File: src/rtl/cps_pkg.sv
package cps_pkg;

    localparam int TOK_W   = 16;
    localparam int NPORTS  = 4;
    localparam int NMUTEX  = 4;
    localparam int SEL_W   = $clog2(NPORTS);
    localparam int MTX_W   = $clog2(NMUTEX);

    // token field positions
    localparam int OP_HI   = 15;
    localparam int OP_LO   = 13;
    localparam int MODE_LO = 0;
    localparam int DEST_LO = 2;
    localparam int PTN_LO  = 4;
    localparam int CFG_W   = PTN_LO + SEL_W;

    typedef enum logic [2:0] {
        OP_RD    = 3'd0,
        OP_WR    = 3'd1,
        OP_CFGP  = 3'd2,
        OP_CFGA  = 3'd3,
        OP_BRD   = 3'd4,
        OP_BWR   = 3'd5,
        OP_MLOCK = 3'd6,
        OP_MFREE = 3'd7
    } op_e;

    typedef enum logic [1:0] {
        PM_ADDR_DATA = 2'd0,
        PM_ADDR_ONLY = 2'd1,
        PM_DATA_ONLY = 2'd2,
        PM_RSVD      = 2'd3
    } pmode_e;

    typedef enum logic [2:0] {
        ST_IDLE,
        ST_ADDR,
        ST_RD,
        ST_WR,
        ST_BRD,
        ST_BWR,
        ST_MTX
    } st_e;

    typedef struct packed {
        pmode_e             mode;
        logic [SEL_W-1:0]   dest;
        logic [SEL_W-1:0]   ptn;
    } pcfg_t;

    function automatic pcfg_t cfg_unpack(input logic [CFG_W-1:0] f);
        pcfg_t c;
        c.mode = pmode_e'(f[MODE_LO +: 2]);
        c.dest = f[DEST_LO +: SEL_W];
        c.ptn  = f[PTN_LO +: SEL_W];
        return c;
    endfunction

endpackage

File: src/rtl/cps_cfg_regs.sv
module cps_cfg_regs
    import cps_pkg::*;
(
    input  logic              clk,
    input  logic              rst,
    input  logic              cfg_we,
    input  logic [CFG_W-1:0]  cfg_field,
    output pcfg_t             cfg
);

    pcfg_t cfg_q;

    always_ff @(posedge clk) begin
        if (rst) begin
            cfg_q.mode <= PM_ADDR_DATA;
            cfg_q.dest <= '0;
            cfg_q.ptn  <= '0;
        end else if (cfg_we) begin
            cfg_q <= cfg_unpack(cfg_field);
        end
    end

    assign cfg = cfg_q;

endmodule

File: src/rtl/cps_addr_gen.sv
module cps_addr_gen #(
    parameter int ADDR_W = 16
) (
    input  logic              clk,
    input  logic              rst,
    input  logic              load,
    input  logic [ADDR_W-1:0] load_addr,
    input  logic              step,
    output logic [ADDR_W-1:0] addr
);

    logic [ADDR_W-1:0] addr_q;

    always_ff @(posedge clk) begin
        if (rst)       addr_q <= '0;
        else if (load) addr_q <= load_addr;
        else if (step) addr_q <= addr_q + 1'b1;
    end

    assign addr = addr_q;

    AST_AGEN_EXCL: assert property (@(posedge clk) disable iff (rst)
        !(load && step));

endmodule

File: src/rtl/cps_wsrc.sv
module cps_wsrc
    import cps_pkg::*;
(
    input  logic              from_partner,
    input  logic              own_valid,
    input  logic [TOK_W-1:0]  own_data,
    input  logic              ptn_valid,
    input  logic [TOK_W-1:0]  ptn_data,
    input  logic              take,
    output logic              src_valid,
    output logic [TOK_W-1:0]  src_data,
    output logic              own_pop,
    output logic              ptn_pop
);

    always_comb begin
        if (from_partner) begin
            src_valid = ptn_valid;
            src_data  = ptn_data;
        end else begin
            src_valid = own_valid;
            src_data  = own_data;
        end
        own_pop = take && !from_partner;
        ptn_pop = take &&  from_partner;
    end

endmodule

File: src/rtl/cps_port_seq.sv
module cps_port_seq
    import cps_pkg::*;
#(
    parameter int ADDR_W = 16,
    parameter int CNT_W  = 8
) (
    input  logic                 clk,
    input  logic                 rst,
    input  logic                 in_valid,
    input  logic [TOK_W-1:0]     in_data,
    output logic                 in_pop,
    output logic                 lend_valid,
    output logic [TOK_W-1:0]     lend_data,
    input  logic                 lend_pop,
    output logic [SEL_W-1:0]     partner_sel,
    input  logic                 partner_valid,
    input  logic [TOK_W-1:0]     partner_data,
    output logic                 partner_pop,
    input  logic [NPORTS-1:0]    out_room,
    output logic                 arb_req,
    input  logic                 arb_ack,
    output logic                 mem_en,
    output logic                 mem_we,
    output logic [ADDR_W-1:0]    mem_addr,
    output logic [TOK_W-1:0]     mem_wdata,
    output logic [SEL_W-1:0]     mem_dest,
    output logic                 mtx_req,
    output logic                 mtx_rel,
    output logic [MTX_W-1:0]     mtx_id,
    input  logic                 mtx_grant
);

    st_e               state_q;
    op_e               kind_q;
    logic [ADDR_W-1:0] addr_q;
    logic [CNT_W-1:0]  cnt_q;
    logic [MTX_W-1:0]  mid_q;

    pcfg_t             cfg;
    op_e               head_op;
    logic [CNT_W-1:0]  head_cnt;
    logic              data_only;
    logic              idle_take;
    logic              cfg_we;
    logic              agen_load;
    logic              agen_step;
    logic [ADDR_W-1:0] agen_addr;
    logic              in_burst;
    logic              in_write;
    logic              src_valid;
    logic [TOK_W-1:0]  src_data;
    logic              own_data_pop;

    assign head_op   = op_e'(in_data[OP_HI:OP_LO]);
    assign head_cnt  = in_data[CNT_W-1:0];
    assign data_only = (cfg.mode == PM_DATA_ONLY);

    // a head token is decoded when idle, except plain data in data-only mode
    assign idle_take = (state_q == ST_IDLE) && in_valid &&
                       (!data_only || head_op == OP_CFGP);
    assign cfg_we    = idle_take && (head_op == OP_CFGP);

    assign lend_valid = (state_q == ST_IDLE) && data_only && in_valid &&
                        (head_op != OP_CFGP);
    assign lend_data  = in_data;

    assign in_burst  = (state_q == ST_BRD) || (state_q == ST_BWR);
    assign in_write  = (state_q == ST_WR)  || (state_q == ST_BWR);
    assign agen_load = (state_q == ST_ADDR) && (kind_q == OP_CFGA) && in_valid;
    assign agen_step = mem_en && in_burst;

    cps_cfg_regs u_cfg (
        .clk       (clk),
        .rst       (rst),
        .cfg_we    (cfg_we),
        .cfg_field (in_data[CFG_W-1:0]),
        .cfg       (cfg)
    );

    cps_addr_gen #(.ADDR_W(ADDR_W)) u_agen (
        .clk       (clk),
        .rst       (rst),
        .load      (agen_load),
        .load_addr (in_data[ADDR_W-1:0]),
        .step      (agen_step),
        .addr      (agen_addr)
    );

    cps_wsrc u_wsrc (
        .from_partner (cfg.mode == PM_ADDR_ONLY),
        .own_valid    (in_valid),
        .own_data     (in_data),
        .ptn_valid    (partner_valid),
        .ptn_data     (partner_data),
        .take         (mem_en && mem_we),
        .src_valid    (src_valid),
        .src_data     (src_data),
        .own_pop      (own_data_pop),
        .ptn_pop      (partner_pop)
    );

    always_comb begin
        unique case (state_q)
            ST_RD, ST_BRD: arb_req = out_room[cfg.dest];
            ST_WR, ST_BWR: arb_req = src_valid;
            default:       arb_req = 1'b0;
        endcase
    end

    assign mem_en    = arb_req && arb_ack;
    assign mem_we    = in_write;
    assign mem_addr  = in_burst ? agen_addr : addr_q;
    assign mem_wdata = src_data;
    assign mem_dest  = cfg.dest;

    assign in_pop = idle_take ||
                    (lend_valid && lend_pop) ||
                    ((state_q == ST_ADDR) && in_valid) ||
                    own_data_pop;

    assign partner_sel = cfg.ptn;
    assign mtx_req     = (state_q == ST_MTX);
    assign mtx_rel     = idle_take && (head_op == OP_MFREE);
    assign mtx_id      = mtx_req ? mid_q : in_data[MTX_W-1:0];

    always_ff @(posedge clk) begin
        if (rst) begin
            state_q <= ST_IDLE;
            kind_q  <= OP_RD;
            addr_q  <= '0;
            cnt_q   <= '0;
            mid_q   <= '0;
        end else begin
            unique case (state_q)
                ST_IDLE: if (idle_take) begin
                    unique case (head_op)
                        OP_RD, OP_WR, OP_CFGA: begin
                            kind_q  <= head_op;
                            state_q <= ST_ADDR;
                        end
                        OP_BRD: if (head_cnt != '0) begin
                            cnt_q   <= head_cnt;
                            state_q <= ST_BRD;
                        end
                        OP_BWR: if (head_cnt != '0) begin
                            cnt_q   <= head_cnt;
                            state_q <= ST_BWR;
                        end
                        OP_MLOCK: begin
                            mid_q   <= in_data[MTX_W-1:0];
                            state_q <= ST_MTX;
                        end
                        default: state_q <= ST_IDLE;
                    endcase
                end
                ST_ADDR: if (in_valid) begin
                    addr_q <= in_data[ADDR_W-1:0];
                    if (kind_q == OP_RD)      state_q <= ST_RD;
                    else if (kind_q == OP_WR) state_q <= ST_WR;
                    else                      state_q <= ST_IDLE;
                end
                ST_RD, ST_WR: if (mem_en) state_q <= ST_IDLE;
                ST_BRD, ST_BWR: if (mem_en) begin
                    cnt_q <= cnt_q - 1'b1;
                    if (cnt_q == CNT_W'(1)) state_q <= ST_IDLE;
                end
                ST_MTX: if (mtx_grant) state_q <= ST_IDLE;
                default: state_q <= ST_IDLE;
            endcase
        end
    end

    AST_READ_ROOM: assert property (@(posedge clk) disable iff (rst)
        mem_en && !mem_we |-> out_room[mem_dest]);
    AST_WRITE_CONSUMES: assert property (@(posedge clk) disable iff (rst)
        mem_en && mem_we |-> (in_pop || partner_pop));
    AST_READ_STALL_NO_POP: assert property (@(posedge clk) disable iff (rst)
        arb_req && !arb_ack && !mem_we |-> !in_pop);
    AST_LOCK_STALL_NO_POP: assert property (@(posedge clk) disable iff (rst)
        mtx_req |-> !in_pop);
    AST_SINGLE_SOURCE: assert property (@(posedge clk) disable iff (rst)
        !(in_pop && partner_pop));
    AST_LEND_QUIET: assert property (@(posedge clk) disable iff (rst)
        lend_valid |-> !arb_req && !mtx_req);
    AST_LOCK_HOLD: assert property (@(posedge clk) disable iff (rst)
        mtx_req && !mtx_grant |=> mtx_req && $stable(mtx_id));

endmodule

File: config.mk
export PLATFORM = sky130hd
export DESIGN_NAME = cps_port_seq
export DESIGN_NICKNAME = d
export VERILOG_FILES = /design/src/rtl/cps_pkg.sv /design/src/rtl/cps_cfg_regs.sv /design/src/rtl/cps_addr_gen.sv /design/src/rtl/cps_wsrc.sv /design/src/rtl/cps_port_seq.sv
export SDC_FILE = /design/constraint.sdc
export NUM_CORES = 1
export LEC_CHECK = 0
export ABC_AREA = 1
export BUFFER_PORTS_ARGS = -buffer_cell sky130_fd_sc_hd__buf_2
export CORE_ASPECT_RATIO = 2
export CORE_MARGIN = 4
export CORE_UTILIZATION = 50
export CTS_BUF_LIST = sky130_fd_sc_hd__clkbuf_8 sky130_fd_sc_hd__clkbuf_16
export CTS_CLUSTER_DIAMETER = 50
export CTS_CLUSTER_SIZE = 10
export DETAILED_ROUTE_END_ITERATION = 10
export PLACE_DENSITY = 0.89
export SYNTH_ARGS = -nofsm -noshare
export SYNTH_HDL_FRONTEND = slang
export SYNTH_SLANG_ARGS = --single-unit
File: constraint.sdc
create_clock -name clk -period 2.1 [get_ports clk]
set_input_delay 0.42 -clock clk [delete_from_list [all_inputs] [get_ports clk]]
set_output_delay 0.42 -clock clk [all_outputs]
set_load 0.005 [all_outputs]
# After elaboration in Yosys (flattened, before gate mapping)
# Index checks and enable logic that the tools add are counted.
# word_totals
input_bits	43
ram_bits	0
output_inout_bits	62
latch_bits	0
regBits	54
elab_cells	108
mem_bits_ro	0
n_memories	0
# classes
n_shift	0
reduce_logical	41
mux	26
mul	0
add_sub_neg	2
bitwise	0
div	0
eq_ne	29
order_cmp	1
# op_table
operator	count
$mux W16	4
$mux W8	4
$mux W3	8
$eq A3 B3 Y1 const B	7
$add A16 B1 Y16 const B	1
$logic_and A1 B1 Y1	16
$pmux W8 S2	1
$eq A3 B2 Y1 const B	5
$pmux W3 S5	1
$ne A2 B2 Y1 const B	6
$pmux W3 S4	1
$reduce_or A2 Y1	5
$eq A3 B1 Y1 const B	3
$logic_not A3 Y1	3
$eq A8 B1 Y1 const B	1
$reduce_and A8 Y1	1
$reduce_bool A8 Y1	1
$sub A8 B1 Y8 const B	1
$logic_or A1 B1 Y1	6
$mux W2	3
$ne A3 B3 Y1 const B	2
$reduce_and A3 Y1	2
$reduce_and A5 Y1	1
$ne A2 B1 Y1 const B	2
other kinds (11)	14

# Logic depth before layout (Yosys ltp)
# logic_depth
ltp_word	8
mapped_depth	12
depth_no_buf	12

# Cells and area by module
# Synthesis repeated with hierarchy kept, for this count alone.
# hier_totals
hier_cells	591
hier_area_um2	3672.3
# by_module_without_submodules
mod	seq_area_each_um2	area_each_um2	instances	cells_per_inst
cps_port_seq	640.6	2160.8	1	346
cps_addr_gen	320.3	1011.0	1	148
cps_wsrc	0.0	252.7	1	59
cps_cfg_regs	120.1	247.7	1	38

# Least setup slack after synthesis
# OpenSTA, ideal clock, no wires.
# synth_path
path_kind	register to output
from	reg state_q[2]
to	out mem_addr[0]
setup_slack_ns	0.385
n_path_buf	2
required_ns	1.680
path_stages_with_launch	7
arrival_ns	1.295
cell_sequence	dfxtp_1 inv_2 nor2_2 inv_1 buf_2 clkbuf_1 o21ai_0
# synth_between
elab_chain_len	3
elab_cells_between_ends	4
classes_between	eq/ne (2); mux (1); reduce/logical (1)
# synth_rtl
element	line	rtl
start: declaration	cps_port_seq.sv:33	st_e state_q;
start signal: assignment	cps_port_seq.sv:128	state_q <= ST_IDLE;
start signal: assignment	cps_port_seq.sv:139	state_q <= ST_ADDR;
start signal: assignment	cps_port_seq.sv:143	state_q <= ST_BRD;
$eq A3 B3 Y1	cps_port_seq.sv:67	assign in_burst = (state_q == ST_BRD) || (state_q == ST_BWR);
$logic_or A1 B1 Y1 *	cps_port_seq.sv:67	
$mux W16 *	cps_port_seq.sv:112	assign mem_addr = in_burst ? agen_addr : addr_q;
end: declaration	cps_port_seq.sv:24	output logic [ADDR_W-1:0] mem_addr,
# Mark *: on every way between the ends. The rest lies on a longest branch, timed or not.

# Worst setup path in the final report
# layout_path
from	reg state_q[1]
to	out in_pop
# layout_between
elab_chain_len	8
elab_cells_between_ends	23
classes_between	eq/ne (5); mux (1); reduce/logical (17)
# layout_rtl
element	line	rtl
parallel branches: the longest is 7 deep, another holds $eq A3 B3 Y1	n/a	
$logic_or A1 B1 Y1 *	cps_port_seq.sv:118	((state_q == ST_ADDR) && in_valid) ||
end: declaration	cps_port_seq.sv:11	output logic in_pop,
# Mark *: on every way between the ends.

==> impl_metrics.tcl <==
set metrics [dict create \
    status "finished clean" \
    cts_max_level 2 \
    drt-total-wl_um 11500 \
    clock_skew_ns 0.00576 \
    power_density_nw_per_um2 893 \
    gp_congestion 0.998 \
    critical_path_class "flip-flop to output port" \
    drc 0 \
    netlist_instances 591 \
    tns_ns 0 \
    clockBufferDepth 2 \
    grt_pass1_wl_um 18100 \
    netlist_area_um2 3680 \
    core_um2 7210 \
    grt_overflow 0 \
    start_util_pct 51.0 \
    r2r-start "state_q[1]" \
    final_cell_mix "143 x nand2_1, 104 x buf_2, 72 x nor2_1" \
    seq_area_um2 1090 \
    reg2reg_depth 9 \
    row_count 44 \
    synth_area_leaders "dfxtp_1 29%, nand2_1 15%, o21ai_0 7.9%" \
    hold_path_end "addr_q[10]" \
    grt_max_degree 33 \
    grtUsageMet3_pct 4.42 \
    diodes 0 \
    cp.required_ns 1.68 \
    yosysTopAreaCell "dfxtp_1" \
    grt-busiest-layer "met2" \
    dieHeight_um 129 \
    hold_path_depth 3 \
    drv_slew 0 \
    dp_hpwl_um 8830 \
    dr.pass1.iters 5 \
    cts_hold_buf 0 \
    num-fill-cells 690 \
    startpoint_type "flip-flop" \
    areaGrowthSynthToFinish_pct 19.6 \
    utilization_pct 61.0 \
    cts_buffers 5 \
    clkSlewWorstSetupHoldPaths_ns 0.07 \
    drive_gt1_share_pct 25.5 \
    arrival_ns 1.61 \
    design.die.area_um2 8880 \
    min_path_type "input pin to flip-flop" \
    fp.dieW_um 68.7 \
    tightestPinTransition_ns 0.502 \
    grt_pass1_vias 3985 \
    synth_top_area_share_pct 29.4 \
    holdWs_ns 0.384 \
    finalSetupViolCount 0 \
    multi_input_area_um2 2150 \
    grt.total_usage_pct 26.6 \
    wl_per_cell_um 14.9 \
    ioPinCount 105 \
    nNetsFinal 724 \
    insertion_delay_ns 0.30 \
    antenna_found_initial 0 \
    max_freq_ghz 0.492 \
    via_per_inst 5.49 \
    reg2reg_slack_ns 0.19 \
    min_period_ns 2.03 \
    slew_headroom_pct 66.5 \
    cts_sinks 54 \
    ys_types 33 \
    cts_tree "yes" \
    fin_crit_sh_pct 96.8 \
    io_buffers 104 \
    vias 4231 \
    crit_path_end_kind "output port" \
    synth_seq_cells 54 \
    synth.avg_cell_area_um2 6.22 \
    clockRootBuffer "clkbuf_16" \
    antenna_left 0 \
    ys.warnings.count 0 \
    critPathMaxFanout 5 \
    maxCapViolCount 0 \
    final_common_cell "nand2_1" \
    drt_iter0_markers 326 \
    hp-start "in_data[10]" \
    cellLeakagePower_nw 2.06 \
    met1_usage_pct 28.4 \
    ir_drop_mv 0.720 \
    hold_viol 0 \
    reg2reg_to "u_agen.addr[12]" \
    grtUsageMet2_pct 47.2 \
    syn_nets 637 \
    seq_area_frac_synth_pct 29.4 \
]
[metal layers]
| metal | share of wire (%) | up-vias |
|---|---|---|
| li1 | - | 2083 |
| met1 | 36 | 1928 |
| met2 | 52 | 173 |
| met3 | 6.5 | 47 |
| met4 | 5.4 | 0 |
| met5 | 0 | - |
[sequential cells by signal, indices dropped and copies added (netlist names)]
register and cells:
addr_q 16, u_agen.addr 16, cnt_q 8, u_cfg.cfg 6, kind_q 3, state_q 3, mid_q 2
[report_power, final]
group	switching [W]	internal, W	leakage [nW]
Clock	0.000407	0.000511	0.0801
Combinational	0.00103	0.000625	1.54
Sequential	0.000140	0.00121	0.440
Total	0.00158	0.00235	2.06
[how the worst max path moves through the flow]
stage	from	to	slack [ns]	cells past startpoint
4_1_cts	state_q[2]	mem_addr[15]	0.03	6
3_5_place_dp	in_data[13]	cnt_q[4]	0.19	10
6_report	state_q[1]	in_pop	0.07	11
5_1_grt	state_q[1]	in_pop	-0.007	11
3_3_place_gp	in_data[13]	state_q[2]	0.22	9
2_1_floorplan	state_q[2]	mem_addr[0]	0.38	6
[worst max-delay path, stage by stage, from the launching register on]
cell and delay, ns:
dfxtp_4 0.37, buf_4 0.14, inv_2 0.06, nand3_1 0.08, nand2_2 0.09, nand2_2 0.07, nand2_4 0.10, nand2_4 0.07
inv_2 0.07, nand3_2 0.07, nand3_2 0.08, buf_2 0.11
[metrics by stage]
stage	worst slack, ns	std cells	instance area (um2)	total power, W
detailed placement	0.193	762	4190	0.00297
global route	-0.00734	771	4400	0.00421
global placement	0.220	762	4190	0.00291
CTS	0.0267	771	4370	0.00388
finish	0.0680	771	4400	0.00393
floorplan	0.385	591	3680	0.00247
[cells in the mapped netlist (all sizes together)]
library cell,instances
nand2,151
nor2,78
o21ai,62
nand3,60
a21oi,55
dfxtp,54
inv,54
buf,31
clkbuf,11
nand4,9
mux2,7
xor2,4
ha,3
nand3b,2
nor3,2
xnor2,2
a211oi,1
a21o,1
a22oi,1
clkinv,1
o22ai,1
or2,1
[cell type report]
type,instances,area share [%]
multi-input combinational,440,49.0
sequential,54,24.8
timing repair buffer,122,15.3
inverter,55,4.69
clock buffer,7,3.47
tap,92,2.62
clock inverter,1,0.199
[cell families after synthesis]
kind of cell | share of synthesized area [%]
AO/OA/AOI/OAI | 17.4
XOR/XNOR | 1.43
adder cells (fa/ha/maj) | 1.02
buffers and inverters | 12.7
flip-flops | 29.4
multiplexers | 2.14
AND/OR/NAND/NOR | 35.9
[timing repair]
| action | CTS | global route |
|---|---|---|
| pin swaps | 1 | 3 |
| endpoints found under the setup margin | 2 | 20 |
| resized for setup | 5 | 10 |
| setup buffers | 1 | 0 |
No activity file was read; power rests on OpenSTA's default activity.
